--- src/rtl/feeder_pkg.sv ---
package feeder_pkg;

    localparam logic [7:0] OPC_LDA_IMM = 8'hA9;
    localparam logic [7:0] OPC_STA_ZP  = 8'h85;
    localparam logic [7:0] OPC_NOP     = 8'hEA;
    localparam logic [7:0] OPC_JMP_ABS = 8'h4C;
    localparam logic [7:0] HSYNC_ZP    = 8'h02;

    // Which bus cycle of the current instruction comes next
    typedef enum logic [2:0] {
        PH_OPC,    // opcode fetch
        PH_ARG1,   // first operand byte
        PH_ARG2,   // second operand byte (jump high byte)
        PH_STORE,  // CPU write cycle of a zero-page store
        PH_SKIP    // dummy read following a one-byte opcode
    } phase_t;

    typedef enum logic [1:0] {
        INS_NOP,
        INS_LDA,
        INS_STA,
        INS_JMP
    } ins_t;

    typedef struct packed {
        phase_t phase;
        ins_t   ins;
        logic   sta_due;   // load emitted, store for the head request owed
    } seq_t;

endpackage

--- src/rtl/fdr_pick.sv ---
// Chooses the instruction to emit at an opcode fetch.
module fdr_pick
    import feeder_pkg::*;
(
    input  logic near_top,
    input  logic sta_due,
    input  logic req_valid,
    input  logic req_sync,
    output ins_t choice
);

    always_comb begin
        if (near_top) begin
            choice = INS_JMP;
        end else if (sta_due) begin
            choice = INS_STA;
        end else if (req_valid) begin
            choice = req_sync ? INS_STA : INS_LDA;
        end else begin
            choice = INS_NOP;
        end
    end

endmodule

--- src/rtl/fdr_seq.sv ---
// Tracks the CPU bus cycle within the instruction being emitted.
module fdr_seq
    import feeder_pkg::*;
(
    input  logic   clk,
    input  logic   rst_n,
    input  ins_t   choice,
    output phase_t phase,
    output ins_t   ins,
    output logic   sta_due,
    output logic   pop
);

    seq_t seq_d, seq_q;

    always_comb begin
        seq_d = seq_q;
        pop   = 1'b0;
        unique case (seq_q.phase)
            PH_OPC: begin
                seq_d.ins   = choice;
                seq_d.phase = (choice == INS_NOP) ? PH_SKIP : PH_ARG1;
            end
            PH_ARG1: begin
                unique case (seq_q.ins)
                    INS_LDA: begin
                        seq_d.phase   = PH_OPC;
                        seq_d.sta_due = 1'b1;
                    end
                    INS_STA: begin
                        seq_d.phase   = PH_STORE;
                        seq_d.sta_due = 1'b0;
                        pop           = 1'b1;
                    end
                    INS_JMP: seq_d.phase = PH_ARG2;
                    default: seq_d.phase = PH_OPC;
                endcase
            end
            PH_ARG2:  seq_d.phase = PH_OPC;
            PH_STORE: seq_d.phase = PH_OPC;
            PH_SKIP:  seq_d.phase = PH_OPC;
            default:  seq_d.phase = PH_OPC;
        endcase
    end

    always_ff @(posedge clk) begin
        if (!rst_n) begin
            seq_q <= '{phase: PH_OPC, ins: INS_NOP, sta_due: 1'b0};
        end else begin
            seq_q <= seq_d;
        end
    end

    assign phase   = seq_q.phase;
    assign ins     = seq_q.ins;
    assign sta_due = seq_q.sta_due;

endmodule

--- src/rtl/fdr_emit.sv ---
// Forms the byte for the current bus cycle and gates the bus drive.
module fdr_emit
    import feeder_pkg::*;
#(
    parameter logic [15:0] JMP_TARGET = 16'h1000
) (
    input  phase_t     phase,
    input  ins_t       ins,
    input  ins_t       choice,
    input  logic       sta_due,
    input  logic [7:0] req_reg,
    input  logic [7:0] req_val,
    input  logic       win_sel,
    input  logic       cpu_rw,
    output logic [7:0] cpu_dout,
    output logic       cpu_doe
);

    localparam logic [7:0] TGT_LO = JMP_TARGET[7:0];
    localparam logic [7:0] TGT_HI = JMP_TARGET[15:8];

    logic [7:0] byte_d;

    function automatic logic [7:0] opcode_of(input ins_t i);
        unique case (i)
            INS_LDA: opcode_of = OPC_LDA_IMM;
            INS_STA: opcode_of = OPC_STA_ZP;
            INS_JMP: opcode_of = OPC_JMP_ABS;
            default: opcode_of = OPC_NOP;
        endcase
    endfunction

    always_comb begin
        unique case (phase)
            PH_OPC:  byte_d = opcode_of(choice);
            PH_ARG1: begin
                unique case (ins)
                    INS_LDA: byte_d = req_val;
                    INS_STA: byte_d = sta_due ? req_reg : HSYNC_ZP;
                    INS_JMP: byte_d = TGT_LO;
                    default: byte_d = OPC_NOP;
                endcase
            end
            PH_ARG2: byte_d = TGT_HI;
            PH_SKIP: byte_d = OPC_NOP;
            default: byte_d = 8'h00;
        endcase
    end

    assign cpu_doe  = cpu_rw && win_sel && (phase != PH_STORE);
    assign cpu_dout = cpu_doe ? byte_d : 8'h00;

endmodule

--- src/rtl/instruction_feeder.sv ---
module instruction_feeder
    import feeder_pkg::*;
#(
    parameter int                  ADDR_W     = 13,
    parameter logic [ADDR_W-2:0]   JMP_AT     = 'hFF0,
    parameter logic [15:0]         JMP_TARGET = 16'h1000
) (
    input  logic              clk,
    input  logic              rst_n,
    input  logic [ADDR_W-1:0] cpu_addr,
    input  logic              cpu_rw,
    output logic [7:0]        cpu_dout,
    output logic              cpu_doe,
    input  logic              req_valid,
    input  logic              req_sync,
    input  logic [7:0]        req_reg,
    input  logic [7:0]        req_val,
    output logic              req_ready
);

    localparam int WIN_BIT = ADDR_W - 1;

    phase_t phase;
    ins_t   ins;
    ins_t   choice;
    logic   sta_due;
    logic   near_top;
    logic   at_opc;

    assign near_top = (cpu_addr[WIN_BIT-1:0] >= JMP_AT);
    assign at_opc   = (phase == PH_OPC);

    fdr_pick u_pick (
        .near_top  (near_top),
        .sta_due   (sta_due),
        .req_valid (req_valid),
        .req_sync  (req_sync),
        .choice    (choice)
    );

    fdr_seq u_seq (
        .clk     (clk),
        .rst_n   (rst_n),
        .choice  (choice),
        .phase   (phase),
        .ins     (ins),
        .sta_due (sta_due),
        .pop     (req_ready)
    );

    fdr_emit #(
        .JMP_TARGET (JMP_TARGET)
    ) u_emit (
        .phase    (phase),
        .ins      (ins),
        .choice   (choice),
        .sta_due  (sta_due),
        .req_reg  (req_reg),
        .req_val  (req_val),
        .win_sel  (cpu_addr[WIN_BIT]),
        .cpu_rw   (cpu_rw),
        .cpu_dout (cpu_dout),
        .cpu_doe  (cpu_doe)
    );

endmodule

--- config.mk ---
export PLATFORM = sky130hd
export DESIGN_NAME = instruction_feeder
export DESIGN_NICKNAME = d
export VERILOG_FILES = /design/src/rtl/feeder_pkg.sv /design/src/rtl/fdr_pick.sv /design/src/rtl/fdr_seq.sv /design/src/rtl/fdr_emit.sv /design/src/rtl/instruction_feeder.sv
export SDC_FILE = /design/constraint.sdc
export NUM_CORES = 1
export LEC_CHECK = 0
export BUFFER_PORTS_ARGS = -buffer_cell sky130_fd_sc_hd__buf_2
export CORE_MARGIN = 1
export CORE_UTILIZATION = 36
export DETAILED_ROUTE_END_ITERATION = 6
export GPL_TIMING_DRIVEN = 1
export PLACE_DENSITY = 0.73
export SYNTH_ARGS = -nofsm -noshare
export SYNTH_HDL_FRONTEND = slang
export SYNTH_SLANG_ARGS = --single-unit
--- constraint.sdc ---
create_clock -name clk -period 1.38 [get_ports clk]
set_clock_uncertainty 0.05 [all_clocks]
set_input_delay 0.069 -clock clk [delete_from_list [all_inputs] [get_ports clk]]
set_output_delay 0.069 -clock clk [all_outputs]
set_load 0.1 [all_outputs]
==> impl_metrics.prom, run 1 <==
# TYPE chip_impl_metric gauge
chip_impl_metric{name="drc_violation_count_after_routing",unit=""} 0
chip_impl_info{name="crit_path_end_kind",value="output pin"} 1
chip_impl_metric{name="ys.warnings.count",unit=""} 0
chip_impl_metric{name="routabilityCongestion",unit=""} 0.8211
chip_impl_metric{name="pnr_worst_setup_slack",unit="ns"} -0.5065
chip_impl_metric{name="antenna_found_initial",unit=""} 0
chip_impl_metric{name="dr_total_vias",unit=""} 956
chip_impl_metric{name="grtUsageMet2",unit=""} 0.4914
chip_impl_metric{name="grt_max_degree",unit=""} 9
chip_impl_metric{name="grt_overflow",unit=""} 0
chip_impl_metric{name="fin_tns_setup",unit="ns"} -3.974
chip_impl_metric{name="total_of_flip_flops_plus_latches_after_synthesis",unit=""} 6
chip_impl_metric{name="grt_usage",unit=""} 0.2871
chip_impl_info{name="hold_startpoint",value="rst_n"} 1
chip_impl_metric{name="grt_use_met3",unit=""} 0.08730
chip_impl_metric{name="number_of_buffers_created_by_cts",unit=""} 3
chip_impl_metric{name="worst_path_fanout_max",unit=""} 4
chip_impl_info{name="worst-setup-path-type",value="flop to output pin"} 1
chip_impl_metric{name="later_pin_clock_latency_in_the_skew_report",unit="ns"} 0.26
chip_impl_metric{name="pre_cts_ws",unit="ns"} -0.2752
chip_impl_metric{name="timing.max_cap.violations",unit=""} 0
chip_impl_metric{name="routed_via_density",unit=""} 5.401
chip_impl_info{name="crit-reg2reg-launch",value="u_seq.sta_due"} 1
chip_impl_metric{name="cts_num_sinks",unit=""} 6
chip_impl_info{name="critPathLaunchType",value="flop"} 1
chip_impl_info{name="cts_tree",value="yes"} 1
chip_impl_info{name="cts_root_buf",value="sky130_fd_sc_hd__clkbuf_4"} 1
chip_impl_metric{name="std_cell_rows",unit=""} 15
chip_impl_metric{name="die-area",unit="µm²"} 2079
chip_impl_info{name="busiest_layer",value="met2"} 1
chip_impl_metric{name="antenna_cells_inserted",unit=""} 0
chip_impl_metric{name="total_nets_after_synthesis",unit=""} 133
chip_impl_metric{name="fin_crit_sh",unit=""} 1.367
chip_impl_metric{name="drt-pass1-iter-count",unit=""} 4
chip_impl_metric{name="effective_utilization_at_floorplan",unit=""} 0.3921
chip_impl_metric{name="wirelength",unit="µm"} 2745
chip_impl_metric{name="r2r_slack",unit="ns"} -0.05
chip_impl_info{name="worst_hold_path.endpoint",value="u_seq.phase[1]"} 1
chip_impl_metric{name="powerDensity",unit="nW/µm²"} 868.2
chip_impl_metric{name="grt_pass1_vias",unit=""} 912
chip_impl_metric{name="detailed_placer_s_ending_hpwl",unit="µm"} 1784
chip_impl_metric{name="avgRoutedWirePerCell",unit="µm"} 15.51
chip_impl_metric{name="first_iter_violations",unit=""} 27
chip_impl_metric{name="syn-mean-instance-area",unit="µm²"} 7.605
chip_impl_metric{name="placed_cell_area",unit="µm²"} 1326
chip_impl_metric{name="cts_h_tree_depth",unit=""} 1
chip_impl_metric{name="period_needed",unit="ns"} 1.886
chip_impl_metric{name="grt_pass1_wl",unit="µm"} 4133
chip_impl_metric{name="stdcell_area",unit="µm²"} 1543
chip_impl_metric{name="reg2regPathDepth",unit=""} 7
chip_impl_metric{name="slew_headroom",unit=""} 0.7485
chip_impl_metric{name="die_h",unit="µm"} 45.60
chip_impl_metric{name="cellLeakagePower",unit="nW"} 0.6687
chip_impl_metric{name="synth.distinct_cells",unit=""} 35
chip_impl_metric{name="setup-violations-final",unit=""} 10
chip_impl_metric{name="max_freq",unit="GHz"} 0.5301
chip_impl_metric{name="count_of_pins_over_their_slew_limit",unit=""} 0
chip_impl_metric{name="core_area",unit="µm²"} 1745
chip_impl_metric{name="gr-usage-met1",unit=""} 0.3357
chip_impl_info{name="timing.rr.end",value="u_seq.phase[0]"} 1
chip_impl_metric{name="yosysSeqAreaShare",unit=""} 0.1755
chip_impl_metric{name="syn_area",unit="µm²"} 684.4
chip_impl_metric{name="dieWidth",unit="µm"} 45.60
chip_impl_info{name="synth.area.top_cells",value="sky130_fd_sc_hd__dfxtp_1 18%, sky130_fd_sc_hd__ha_1 16%, sky130_fd_sc_hd__a21oi_1 8.0%"} 1
chip_impl_metric{name="ir_drop",unit="mV"} 0.6957
chip_impl_metric{name="cts_max_path_bufs",unit=""} 2
chip_impl_info{name="outcome",value="finished, violations left"} 1
chip_impl_info{name="hold_class",value="input port to flop"} 1
chip_impl_metric{name="post_route_cells_drive_above_1_share",unit=""} 0.7763
chip_impl_metric{name="worst_hold_path.num_cells",unit=""} 3
chip_impl_metric{name="design.final.nets",unit=""} 196
chip_impl_metric{name="post-synth-top-area-fraction",unit=""} 0.1755
chip_impl_info{name="failed_checks",value="negative setup slack"} 1
chip_impl_metric{name="synthesized_netlist_cell_count",unit=""} 90
chip_impl_metric{name="clock_transition_at_path_regs",unit="ns"} 0.05
chip_impl_metric{name="final_hold_violating_endpoints",unit=""} 0
chip_impl_metric{name="floorplan.io_pins",unit=""} 44
chip_impl_metric{name="cp_data_required_time",unit="ns"} 1.26
chip_impl_metric{name="totalPowerFinal",unit="W"} 0.001339
chip_impl_metric{name="numPortBuffers",unit=""} 39
chip_impl_metric{name="postRouteAntennaNets",unit=""} 0
chip_impl_metric{name="syn2layout_area_growth",unit="%"} 125.4
chip_impl_metric{name="crit_arrival",unit="ns"} 1.77
chip_impl_info{name="synth.largest_area_cell",value="sky130_fd_sc_hd__dfxtp_1"} 1
chip_impl_info{name="rsz0062_at_grt",value="yes"} 1
chip_impl_metric{name="worst-slew-pin-transition",unit="ns"} 0.3758
[power by group]
part	switching [W]	internal, W	total, W
combinational	0.000502	0.000405	0.000907
clock	0.0000817	0.000111	0.000192
sequential	0.0000420	0.000198	0.000240
[worst max-delay path, stage by stage, from the launching register on]
cell and delay (ns):
sky130_fd_sc_hd__dfxtp_4 0.35, sky130_fd_sc_hd__a211oi_4 0.28, sky130_fd_sc_hd__buf_4 0.19, sky130_fd_sc_hd__ha_4 0.20
sky130_fd_sc_hd__nor2_2 0.09, sky130_fd_sc_hd__o22a_1 0.19, sky130_fd_sc_hd__nor2_4 0.05, sky130_fd_sc_hd__buf_12 0.16
[layout by cell type, fill, tap and decap left out, types with 2 or more instances in the layout]
cell	count
sky130_fd_sc_hd__a21oi_1	5
sky130_fd_sc_hd__a21oi_2	3
sky130_fd_sc_hd__a21oi_4	3
sky130_fd_sc_hd__a221oi_2	4
sky130_fd_sc_hd__and2_4	2
sky130_fd_sc_hd__buf_12	10
sky130_fd_sc_hd__buf_2	29
sky130_fd_sc_hd__buf_4	23
sky130_fd_sc_hd__clkbuf_4	3
sky130_fd_sc_hd__dfxtp_2	2
sky130_fd_sc_hd__dfxtp_4	4
sky130_fd_sc_hd__ha_1	3
sky130_fd_sc_hd__ha_2	2
sky130_fd_sc_hd__ha_4	4
sky130_fd_sc_hd__inv_1	3
sky130_fd_sc_hd__inv_2	2
sky130_fd_sc_hd__inv_4	2
sky130_fd_sc_hd__nand2b_4	2
sky130_fd_sc_hd__nand4_1	2
sky130_fd_sc_hd__nor2_1	4
sky130_fd_sc_hd__nor2_2	2
sky130_fd_sc_hd__nor2_4	7
sky130_fd_sc_hd__nor3_4	2
sky130_fd_sc_hd__o21ai_0	3
sky130_fd_sc_hd__o22a_1	3
[synthesized netlist by cell type]
master / number
sky130_fd_sc_hd__o21ba_1: 1
sky130_fd_sc_hd__nor2_1: 12
sky130_fd_sc_hd__a221o_1: 1
sky130_fd_sc_hd__nor3_1: 3
sky130_fd_sc_hd__o21bai_1: 1
sky130_fd_sc_hd__a211oi_1: 1
sky130_fd_sc_hd__a211o_1: 1
sky130_fd_sc_hd__nor2_2: 1
sky130_fd_sc_hd__o21ai_1: 1
sky130_fd_sc_hd__a21oi_1: 11
sky130_fd_sc_hd__clkbuf_1: 1
sky130_fd_sc_hd__nand2b_4: 1
sky130_fd_sc_hd__nor2b_1: 1
sky130_fd_sc_hd__buf_6: 1
sky130_fd_sc_hd__a221oi_1: 4
sky130_fd_sc_hd__buf_2: 3
sky130_fd_sc_hd__nor3b_1: 1
sky130_fd_sc_hd__a31oi_1: 1
sky130_fd_sc_hd__a311oi_1: 1
sky130_fd_sc_hd__nand2_1: 1
sky130_fd_sc_hd__nand4_1: 2
sky130_fd_sc_hd__nor3_2: 1
sky130_fd_sc_hd__nor4_1: 1
sky130_fd_sc_hd__and2_2: 1
sky130_fd_sc_hd__a22o_1: 1
sky130_fd_sc_hd__dfxtp_1: 6
sky130_fd_sc_hd__inv_1: 7
sky130_fd_sc_hd__nand2b_1: 2
sky130_fd_sc_hd__ha_1: 9
sky130_fd_sc_hd__o21ai_0: 3
sky130_fd_sc_hd__nand3_1: 2
sky130_fd_sc_hd__and2_4: 1
sky130_fd_sc_hd__and3_1: 1
sky130_fd_sc_hd__o22a_1: 3
sky130_fd_sc_hd__a22o_2: 2
[cells by family after synthesis]
family | share of synthesized area
AO/OA/AOI/OAI | 0.3272
AND/OR/NAND/NOR | 0.2505
buffers and inverters | 0.08226
adder cells (fa/ha/maj) | 0.1645
flip-flops | 0.1755
[layer usage]
metal,share of wire,vias to the layer above,wire [µm]
li1,-,456,-
met2,0.53,47,1461
met4,0.0084,0,23
met3,0.058,4,158
met5,0,-,0
met1,0.40,449,1101
[metrics by stage]
stage	std cells	utilization	hold WS [ns]
global route	177	0.8839	0.06293
detailed placement	166	0.7599	0.3128
global placement	166	0.7599	0.2999
finish	177	0.8839	0.05526
floorplan	90	-	0.1450
CTS	175	0.8344	0.05160
[flip-flops by register name, summed over array words and instances, names as in the netlist]
register / count
u_seq.ins: 2
u_seq.sta_due: 1
u_seq.phase: 3
[final cells by class]
type,instances,area [µm²]
multi-input cells,72,787.0
fillers,83,202.7
well taps,25,31.28
repair buffers,63,529.3
flip-flops and latches,6,137.6
inverters,7,31.28
clock buffers,4,26.28
[worst max path at each step]
stage | to | slack, ns | startpoint | cells after the start
after floorplan | cpu_dout[4] | -0.54 | u_seq.ins[0] | 7
after global placement | cpu_dout[7] | -0.25 | u_seq.ins[1] | 6
after detailed placement | cpu_dout[7] | -0.28 | u_seq.ins[1] | 6
after CTS | cpu_dout[0] | -0.47 | u_seq.sta_due | 6
after global routing | cpu_dout[5] | -0.57 | u_seq.sta_due | 7
final | cpu_dout[6] | -0.51 | u_seq.sta_due | 7
[what timing repair did]
action / 4_1_cts / 5_1_grt
pin swaps: 9 / 14
buffers inserted: 5 / 2
hold buffers: 0 / 0
setup endpoints to repair: 12 / 11
resized for setup: 19 / 14
No activity file was read; power rests on OpenSTA's default activity.
==> run 2, diff against run 1 <==
CORE_ASPECT_RATIO = 1.5   (was default)
PLACE_DENSITY = 0.71   (was 0.73)
SYNTH_HIERARCHICAL = 1   (was default)
==> run 2 against run 1 <==
Net effect:
- the flow still finishes with violations (negative setup slack)
- critical path depth stayed put
- routed wire length is 12% higher
- critical path type unchanged
- power is 12% lower
- cell count is 3.4% higher
- combinational power is 12% lower
- largest power group unchanged
- sequential power is 10% lower
==> impl_metrics.prom, run 2 <==
# TYPE chip_impl_metric gauge
chip_impl_metric{name="cts_num_sinks",unit=""} 6
chip_impl_metric{name="crit_arrival",unit="ns"} 2.02
chip_impl_info{name="synthFlopType",value="sky130_fd_sc_hd__dfxtp_1"} 1
chip_impl_metric{name="effective_utilization_at_floorplan",unit=""} 0.3974
chip_impl_metric{name="worst_path_fanout_max",unit=""} 4
chip_impl_metric{name="core_area",unit="µm²"} 1902
chip_impl_metric{name="postRouteAntennaNets",unit=""} 0
chip_impl_info{name="cts_root_buf",value="sky130_fd_sc_hd__clkbuf_4"} 1
chip_impl_info{name="rsz0062_at_grt",value="yes"} 1
chip_impl_metric{name="number_of_synthesized_flops_with_an_enable_pin",unit=""} 0
chip_impl_metric{name="syn_area",unit="µm²"} 755.7
chip_impl_metric{name="ir_drop",unit="mV"} 0.6839
chip_impl_info{name="crit_path_end_kind",value="output pin"} 1
chip_impl_metric{name="drc_violation_count_after_routing",unit=""} 0
chip_impl_metric{name="std_cell_rows",unit=""} 19
chip_impl_metric{name="clock_transition_at_path_regs",unit="ns"} 0.04
chip_impl_metric{name="floorplan.io_pins",unit=""} 44
chip_impl_metric{name="post_route_cells_drive_above_1_share",unit=""} 0.6481
chip_impl_metric{name="largest_reg_flops",unit=""} 3
chip_impl_info{name="failed_checks",value="negative setup slack"} 1
chip_impl_metric{name="placed_cell_area",unit="µm²"} 1406
chip_impl_metric{name="cellLeakagePower",unit="nW"} 0.7078
chip_impl_info{name="outcome",value="finished, violations left"} 1
chip_impl_metric{name="total_nets_after_synthesis",unit=""} 138
chip_impl_info{name="cts_tree",value="yes"} 1
chip_impl_metric{name="worst-slew-pin-transition",unit="ns"} 0.3384
chip_impl_metric{name="wirelength",unit="µm"} 3078
chip_impl_metric{name="number_of_buffers_created_by_cts",unit=""} 3
chip_impl_metric{name="worst_hold_slack",unit="ns"} 0.07891
chip_impl_metric{name="layout.core_utilization",unit=""} 0.8382
chip_impl_info{name="critPathLaunchType",value="flop"} 1
chip_impl_metric{name="stdcell_area",unit="µm²"} 1594
chip_impl_info{name="worst-setup-path-type",value="flop to output pin"} 1
chip_impl_metric{name="final_hold_violating_endpoints",unit=""} 0
chip_impl_metric{name="drt-pass1-iter-count",unit=""} 4
chip_impl_metric{name="syn-mean-instance-area",unit="µm²"} 7.872
chip_impl_metric{name="powerDensity",unit="nW/µm²"} 742.2
chip_impl_metric{name="yosysSeqAreaShare",unit=""} 0.1589
chip_impl_metric{name="dieWidth",unit="µm"} 39.41
chip_impl_metric{name="timing.max_cap.violations",unit=""} 0
chip_impl_metric{name="fin_crit_sh",unit=""} 1.548
chip_impl_info{name="synth.area.top_cells",value="sky130_fd_sc_hd__dfxtp_1 16%, sky130_fd_sc_hd__ha_1 13%, sky130_fd_sc_hd__and2b_1 6.0%"} 1
chip_impl_metric{name="grt_pass1_wl",unit="µm"} 4685
chip_impl_metric{name="cp_data_required_time",unit="ns"} 1.26
chip_impl_metric{name="max_freq",unit="GHz"} 0.4681
chip_impl_metric{name="syn2layout_area_growth",unit="%"} 110.9
chip_impl_metric{name="dr_total_vias",unit=""} 1031
chip_impl_info{name="layout.cells.most_common",value="sky130_fd_sc_hd__buf_2"} 1
chip_impl_metric{name="avgRoutedWirePerCell",unit="µm"} 16.82
chip_impl_metric{name="die_h",unit="µm"} 58.12
chip_impl_metric{name="period_needed",unit="ns"} 2.136
chip_impl_metric{name="slew_headroom",unit=""} 0.7732
chip_impl_metric{name="cts_hold_buf",unit=""} 0
chip_impl_metric{name="routed_via_density",unit=""} 5.634
chip_impl_metric{name="antenna_cells_inserted",unit=""} 0
chip_impl_info{name="synth.cells.most_frequent",value="10 x sky130_fd_sc_hd__nand2_1, 8 x sky130_fd_sc_hd__ha_1, 6 x sky130_fd_sc_hd__and2b_1, 6 x sky130_fd_sc_hd__dfxtp_1, 6 x sky130_fd_sc_hd__inv_1"} 1
chip_impl_metric{name="synth_async_sr_flop_share",unit=""} 0
chip_impl_metric{name="total_of_flip_flops_plus_latches_after_synthesis",unit=""} 6
chip_impl_metric{name="grt_max_degree",unit=""} 11
chip_impl_metric{name="cts_h_tree_depth",unit=""} 1
chip_impl_metric{name="ys.warnings.count",unit=""} 6
chip_impl_metric{name="detailed_placer_s_ending_hpwl",unit="µm"} 1996
chip_impl_metric{name="fillerInstances",unit=""} 112
chip_impl_info{name="synth.largest_area_cell",value="sky130_fd_sc_hd__dfxtp_1"} 1
chip_impl_metric{name="design.final.nets",unit=""} 206
chip_impl_metric{name="routabilityCongestion",unit=""} 0.7736
chip_impl_metric{name="post-synth-top-area-fraction",unit=""} 0.1589
chip_impl_metric{name="later_pin_clock_latency_in_the_skew_report",unit="ns"} 0.25
chip_impl_metric{name="grt_usage",unit=""} 0.2923
chip_impl_metric{name="numPortBuffers",unit=""} 39
chip_impl_metric{name="synthesized_netlist_cell_count",unit=""} 96
chip_impl_metric{name="setup-violations-final",unit=""} 11
chip_impl_metric{name="synth.distinct_cells",unit=""} 35
chip_impl_metric{name="first_iter_violations",unit=""} 18
chip_impl_info{name="hold_class",value="input port to flop"} 1
chip_impl_metric{name="pnr_worst_setup_slack",unit="ns"} -0.7563
chip_impl_metric{name="cts_max_path_bufs",unit=""} 2
chip_impl_metric{name="antenna_found_initial",unit=""} 0
chip_impl_metric{name="grt_pass1_vias",unit=""} 1057
chip_impl_info{name="synthMostInstantiatedCell",value="sky130_fd_sc_hd__nand2_1"} 1
chip_impl_info{name="mostFrequentLayoutCells",value="29 x sky130_fd_sc_hd__buf_2, 18 x sky130_fd_sc_hd__buf_4, 11 x sky130_fd_sc_hd__buf_12"} 1
chip_impl_metric{name="grt_overflow",unit=""} 0
chip_impl_metric{name="die-area",unit="µm²"} 2290
chip_impl_metric{name="count_of_pins_over_their_slew_limit",unit=""} 0
run 2: cell types whose count changed in the layout (fill, tap and decap cells not counted), moves of 5 or more:
cell and delta:
sky130_fd_sc_hd__buf_4 -5, sky130_fd_sc_hd__and2b_1 +6, sky130_fd_sc_hd__nand2_1 +8, sky130_fd_sc_hd__nor2_4 -7, sky130_fd_sc_hd__a21oi_1 -5, sky130_fd_sc_hd__buf_6 +7
run 2: cells by family (layout without fill, tap and decap cells):
family,after synthesis,in the layout,share of synthesized area
AOI/OAI and AO/OA,28,28,0.2914
buffers and inverters,9,75,0.05462
and+or+nand+nor,41,41,0.3096
muxes,3,3,0.03974
DFF,6,6,0.1589
adders and majority gates,9,9,0.1457
run 2: critical path, cell delays in order (launching register included):
cell                       delay, ns
sky130_fd_sc_hd__dfxtp_2        0.33
sky130_fd_sc_hd__a211o_1        0.27
sky130_fd_sc_hd__inv_2          0.09
sky130_fd_sc_hd__ha_2           0.20
sky130_fd_sc_hd__nor3_1         0.06
sky130_fd_sc_hd__or3_1          0.36
sky130_fd_sc_hd__a211oi_4       0.26
sky130_fd_sc_hd__buf_12         0.21
run 2: timing repair:
item / CTS / global route
setup endpoints to repair: 11 / 15
gates resized for setup: 27 / 6
buffers inserted: 3 / 5
pin swaps: 7 / 8
run 2: cell type report:
cell class                      count  area (µm²)  share of cell area
Clock buffer                        3       22.52             0.01413
Multi-Input combinational cell     81       797.0              0.5000
Sequential cell                     6       132.6             0.08320
Tap cell                           21       26.28             0.01648
Inverter                            6       25.02             0.01570
Timing Repair Buffer               66       590.6              0.3705
run 2: path summary, 6_finish.rpt:
kind                       from             to  slack (ns)  cells past startpoint
hold / removal            rst_n   u_seq/ins[1]        0.08                      3
setup / recovery  u_seq/sta_due    cpu_dout[5]       -0.76                      7
setup reg to reg   u_seq/ins[0]  u_seq/sta_due       -0.05                      6
hold reg to reg    u_seq/ins[1]   u_seq/ins[1]        0.60                      3
run 2: report_power, final:
group          switching (W)  internal [W]
combinational       0.000441      0.000358
sequential         0.0000248      0.000191
clock              0.0000695     0.0000988
total               0.000535      0.000648
run 2: layer usage:
layer  global-route usage  wire [µm]  vias up
met3              0.03831        120       19
met5                    0          0        -
met2               0.5410       1675       46
met1               0.2874       1083      481
li1                     -          -      485
met4               0.1576        199        0
run 2: stage by stage:
stage	worst slack, ns	setup TNS, ns	power [W]	std cells
floorplan	-0.8590	-4.680	0.0006436	96
global placement	-0.4173	-1.707	0.0008974	175
detailed placement	-0.4769	-2.082	0.0009128	175
CTS	-0.6745	-4.033	0.001140	181
global route	-0.8065	-4.982	0.001237	183
finish	-0.7563	-4.440	0.001183	183
==> run 3, diff against run 2 <==
PLACE_DENSITY = 0.68   (was 0.71)
clock period = 2.7 ns   (was 1.38 ns; I/O delays follow)
==> run 3 against run 2 <==
Net effect:
- highest routed layer unchanged
- worst setup slack gained 1.1 ns
- combinational power shrank 69%
- via count shrank 16%
- the flow now finishes without violations
- global-route usage shrank 9.2 points
- worst hold slack gained 0.072 ns
- sequential share of layout area grew 3.2 points
- non-clock buffer count shrank 24
- largest cell class unchanged
- flip-flop and latch count is the same
- utilization shrank 29 points
==> impl_metrics.prom, run 3 (synthesized netlist as in run 2, its figures left out) <==
# TYPE chip_impl_metric gauge
chip_impl_info{name="outcome",value="finished clean"} 1
chip_impl_info{name="crit_path_end_kind",value="output pin"} 1
chip_impl_metric{name="grt_usage",unit=""} 0.1999
chip_impl_metric{name="sequential_cell_area",unit="µm²"} 120.1
chip_impl_metric{name="floorplan.io_pins",unit=""} 44
chip_impl_info{name="worst-setup-path-type",value="flop to output pin"} 1
chip_impl_metric{name="cts_repair_resize_count",unit=""} 0
chip_impl_metric{name="number_of_buffers_created_by_cts",unit=""} 3
chip_impl_metric{name="dieWidth",unit="µm"} 39.41
chip_impl_metric{name="die-area",unit="µm²"} 2290
chip_impl_metric{name="power.share.switching",unit=""} 0.4743
chip_impl_metric{name="detailed_placer_s_ending_hpwl",unit="µm"} 1605
chip_impl_metric{name="placed_cell_area",unit="µm²"} 1018
chip_impl_metric{name="power.internal",unit="W"} 0.0002296
chip_impl_metric{name="powerDensity",unit="nW/µm²"} 419.5
chip_impl_info{name="critPathSlowestCell",value="sky130_fd_sc_hd__buf_2"} 1
chip_impl_metric{name="power_frac_clock",unit=""} 0.189
chip_impl_metric{name="design.final.nets",unit=""} 182
chip_impl_metric{name="drt-pass1-iter-count",unit=""} 4
chip_impl_metric{name="effective_utilization_at_floorplan",unit=""} 0.3974
chip_impl_metric{name="grt_pass1_wl",unit="µm"} 3284
chip_impl_metric{name="p_comb_frac",unit=""} 0.559
chip_impl_metric{name="core_area",unit="µm²"} 1902
chip_impl_metric{name="worst-slew-pin-transition",unit="ns"} 0.4857
chip_impl_metric{name="stdcell_area",unit="µm²"} 1041
chip_impl_metric{name="cts_h_tree_depth",unit=""} 1
chip_impl_metric{name="die_h",unit="µm"} 58.12
chip_impl_metric{name="cp_data_required_time",unit="ns"} 2.52
chip_impl_metric{name="critical_path.max_stage_delay",unit="ns"} 0.45
chip_impl_metric{name="largest_reg_flops",unit=""} 3
chip_impl_info{name="cts_tree",value="yes"} 1
chip_impl_metric{name="drc_violation_count_after_routing",unit=""} 0
chip_impl_info{name="cts_root_buf",value="sky130_fd_sc_hd__clkbuf_4"} 1
chip_impl_metric{name="multi_input_area",unit="µm²"} 631.9
chip_impl_metric{name="final_hold_violating_endpoints",unit=""} 0
chip_impl_metric{name="critPathBufInv",unit=""} 2
chip_impl_metric{name="period_needed",unit="ns"} 2.385
chip_impl_metric{name="ir_drop",unit="mV"} 0.2763
chip_impl_info{name="critPathLaunchType",value="flop"} 1
chip_impl_metric{name="grt_max_degree",unit=""} 19
chip_impl_metric{name="cts_max_path_bufs",unit=""} 2
chip_impl_metric{name="cts_num_sinks",unit=""} 6
chip_impl_metric{name="slew_headroom",unit=""} 0.6784
chip_impl_info{name="path_cells",value="nor2_1 > a21o_1 > inv_1 > ha_1 > nor3_1 > or3_1 > a211oi_2 > buf_2"} 1
chip_impl_metric{name="routabilityCongestion",unit=""} 0.7394
chip_impl_metric{name="worst_hold_slack",unit="ns"} 0.1512
chip_impl_metric{name="std_cell_rows",unit=""} 19
chip_impl_metric{name="syn2layout_area_growth",unit="%"} 37.75
chip_impl_metric{name="antenna_found_initial",unit=""} 0
chip_impl_metric{name="cellLeakagePower",unit="nW"} 0.5169
chip_impl_metric{name="dr_total_vias",unit=""} 871
chip_impl_metric{name="wirelength",unit="µm"} 2092
chip_impl_metric{name="antenna_cells_inserted",unit=""} 0
chip_impl_metric{name="power.sequential.fraction",unit=""} 0.252
chip_impl_info{name="rsz0062_at_grt",value="no"} 1
chip_impl_info{name="timing.critical_path.max_delay_family",value="buffers and inverters"} 1
chip_impl_metric{name="routed_via_density",unit=""} 5.478
chip_impl_metric{name="postRouteAntennaNets",unit=""} 0
chip_impl_metric{name="first_iter_violations",unit=""} 24
chip_impl_metric{name="numPortBuffers",unit=""} 39
chip_impl_info{name="mostFrequentLayoutCells",value="39 x sky130_fd_sc_hd__buf_2, 10 x sky130_fd_sc_hd__nand2_1, 8 x sky130_fd_sc_hd__ha_1"} 1
chip_impl_metric{name="avgRoutedWirePerCell",unit="µm"} 13.16
chip_impl_metric{name="timing.max_cap.violations",unit=""} 0
chip_impl_metric{name="cts_hold_buf",unit=""} 0
chip_impl_metric{name="max_freq",unit="GHz"} 0.4194
chip_impl_metric{name="fin_crit_sh",unit=""} 0.8832
chip_impl_metric{name="fillerInstances",unit=""} 202
chip_impl_metric{name="grt_overflow",unit=""} 0
chip_impl_metric{name="setup-violations-final",unit=""} 0
chip_impl_metric{name="grt_pass1_vias",unit=""} 859
chip_impl_metric{name="cts_setup_buffers",unit=""} 0
chip_impl_info{name="layout.cells.most_common",value="sky130_fd_sc_hd__buf_2"} 1
chip_impl_metric{name="crit_arrival",unit="ns"} 2.20
chip_impl_metric{name="later_pin_clock_latency_in_the_skew_report",unit="ns"} 0.24
chip_impl_metric{name="clock_transition_at_path_regs",unit="ns"} 0.04
chip_impl_metric{name="post_route_cells_drive_above_1_share",unit=""} 0.4203
chip_impl_info{name="hold_class",value="input port to flop"} 1
chip_impl_metric{name="p_sw",unit="W"} 0.0002072
chip_impl_metric{name="count_of_pins_over_their_slew_limit",unit=""} 0
chip_impl_metric{name="worst_path_fanout_max",unit=""} 6
[run 3: changes by cell type in the layout (fill, tap and decap cells not counted), moves of 3 or more]
cell	before	now
sky130_fd_sc_hd__nor3_1	1	4
sky130_fd_sc_hd__dfxtp_2	4	0
sky130_fd_sc_hd__buf_12	11	0
sky130_fd_sc_hd__ha_4	3	0
sky130_fd_sc_hd__buf_2	29	39
sky130_fd_sc_hd__dfxtp_1	0	6
sky130_fd_sc_hd__a21oi_1	0	4
sky130_fd_sc_hd__a21oi_4	5	0
sky130_fd_sc_hd__buf_4	18	3
sky130_fd_sc_hd__buf_6	8	0
sky130_fd_sc_hd__inv_1	3	6
sky130_fd_sc_hd__ha_1	3	8
[run 3: layout make-up]
class,count,area share
clock buffer,3,0.02163
inverter,6,0.02163
multi-input combinational,81,0.6070
sequential,6,0.1154
tap,21,0.02524
timing repair buffer,42,0.2091
[run 3: stage by stage]
step             util  std cells  worst slack [ns]  setup TNS (ns)   power, W
2_1_floorplan       -         96         -0.002672       -0.002672  0.0002980
3_3_place_gp   0.5355        156            0.4822               0  0.0003504
3_5_place_dp   0.5355        156            0.4822               0  0.0003538
4_1_cts        0.5474        159            0.3023               0  0.0004407
5_1_grt        0.5474        159            0.2154               0  0.0004633
6_report       0.5474        159            0.3154               0  0.0004368
[run 3: power groups by stage]
stage | clock network (W) | logic [W] | registers [W]
floorplan | 0 | 0.000187 | 0.000111
global placement | 0 | 0.000239 | 0.000111
detailed placement | 0 | 0.000242 | 0.000111
CTS | 0.0000866 | 0.000244 | 0.000110
global route | 0.0000911 | 0.000261 | 0.000112
finish | 0.0000825 | 0.000244 | 0.000110
[run 3: final timing paths]
kind                                       to  slack, ns          start  cells after the start
worst max-delay path              cpu_dout[5]       0.32  u_seq/sta_due                      8
worst min register to register   u_seq/ins[0]       0.53   u_seq/ins[0]                      2
worst max register to register  u_seq/sta_due       1.12   u_seq/ins[1]                      4
worst min-delay path            u_seq/sta_due       0.15          rst_n                      3
[run 3: metal layers]
layer / wire [µm] / global-route usage
met2: 1173 / 0.4122
met5: 0 / 0
met1: 799 / 0.1722
met4: 25 / 0.08867
met3: 93 / 0.01149
[run 3: worst reg2reg max path, delay by kind of cell (launching register included)]
kind	cells	cell delay (ns)
buffers and inverters	1	0.22
multiplexers	1	0.22
flip-flops	1	0.42
adder cells (fa/ha/maj)	1	0.24
AND/OR/NAND/NOR	1	0.36
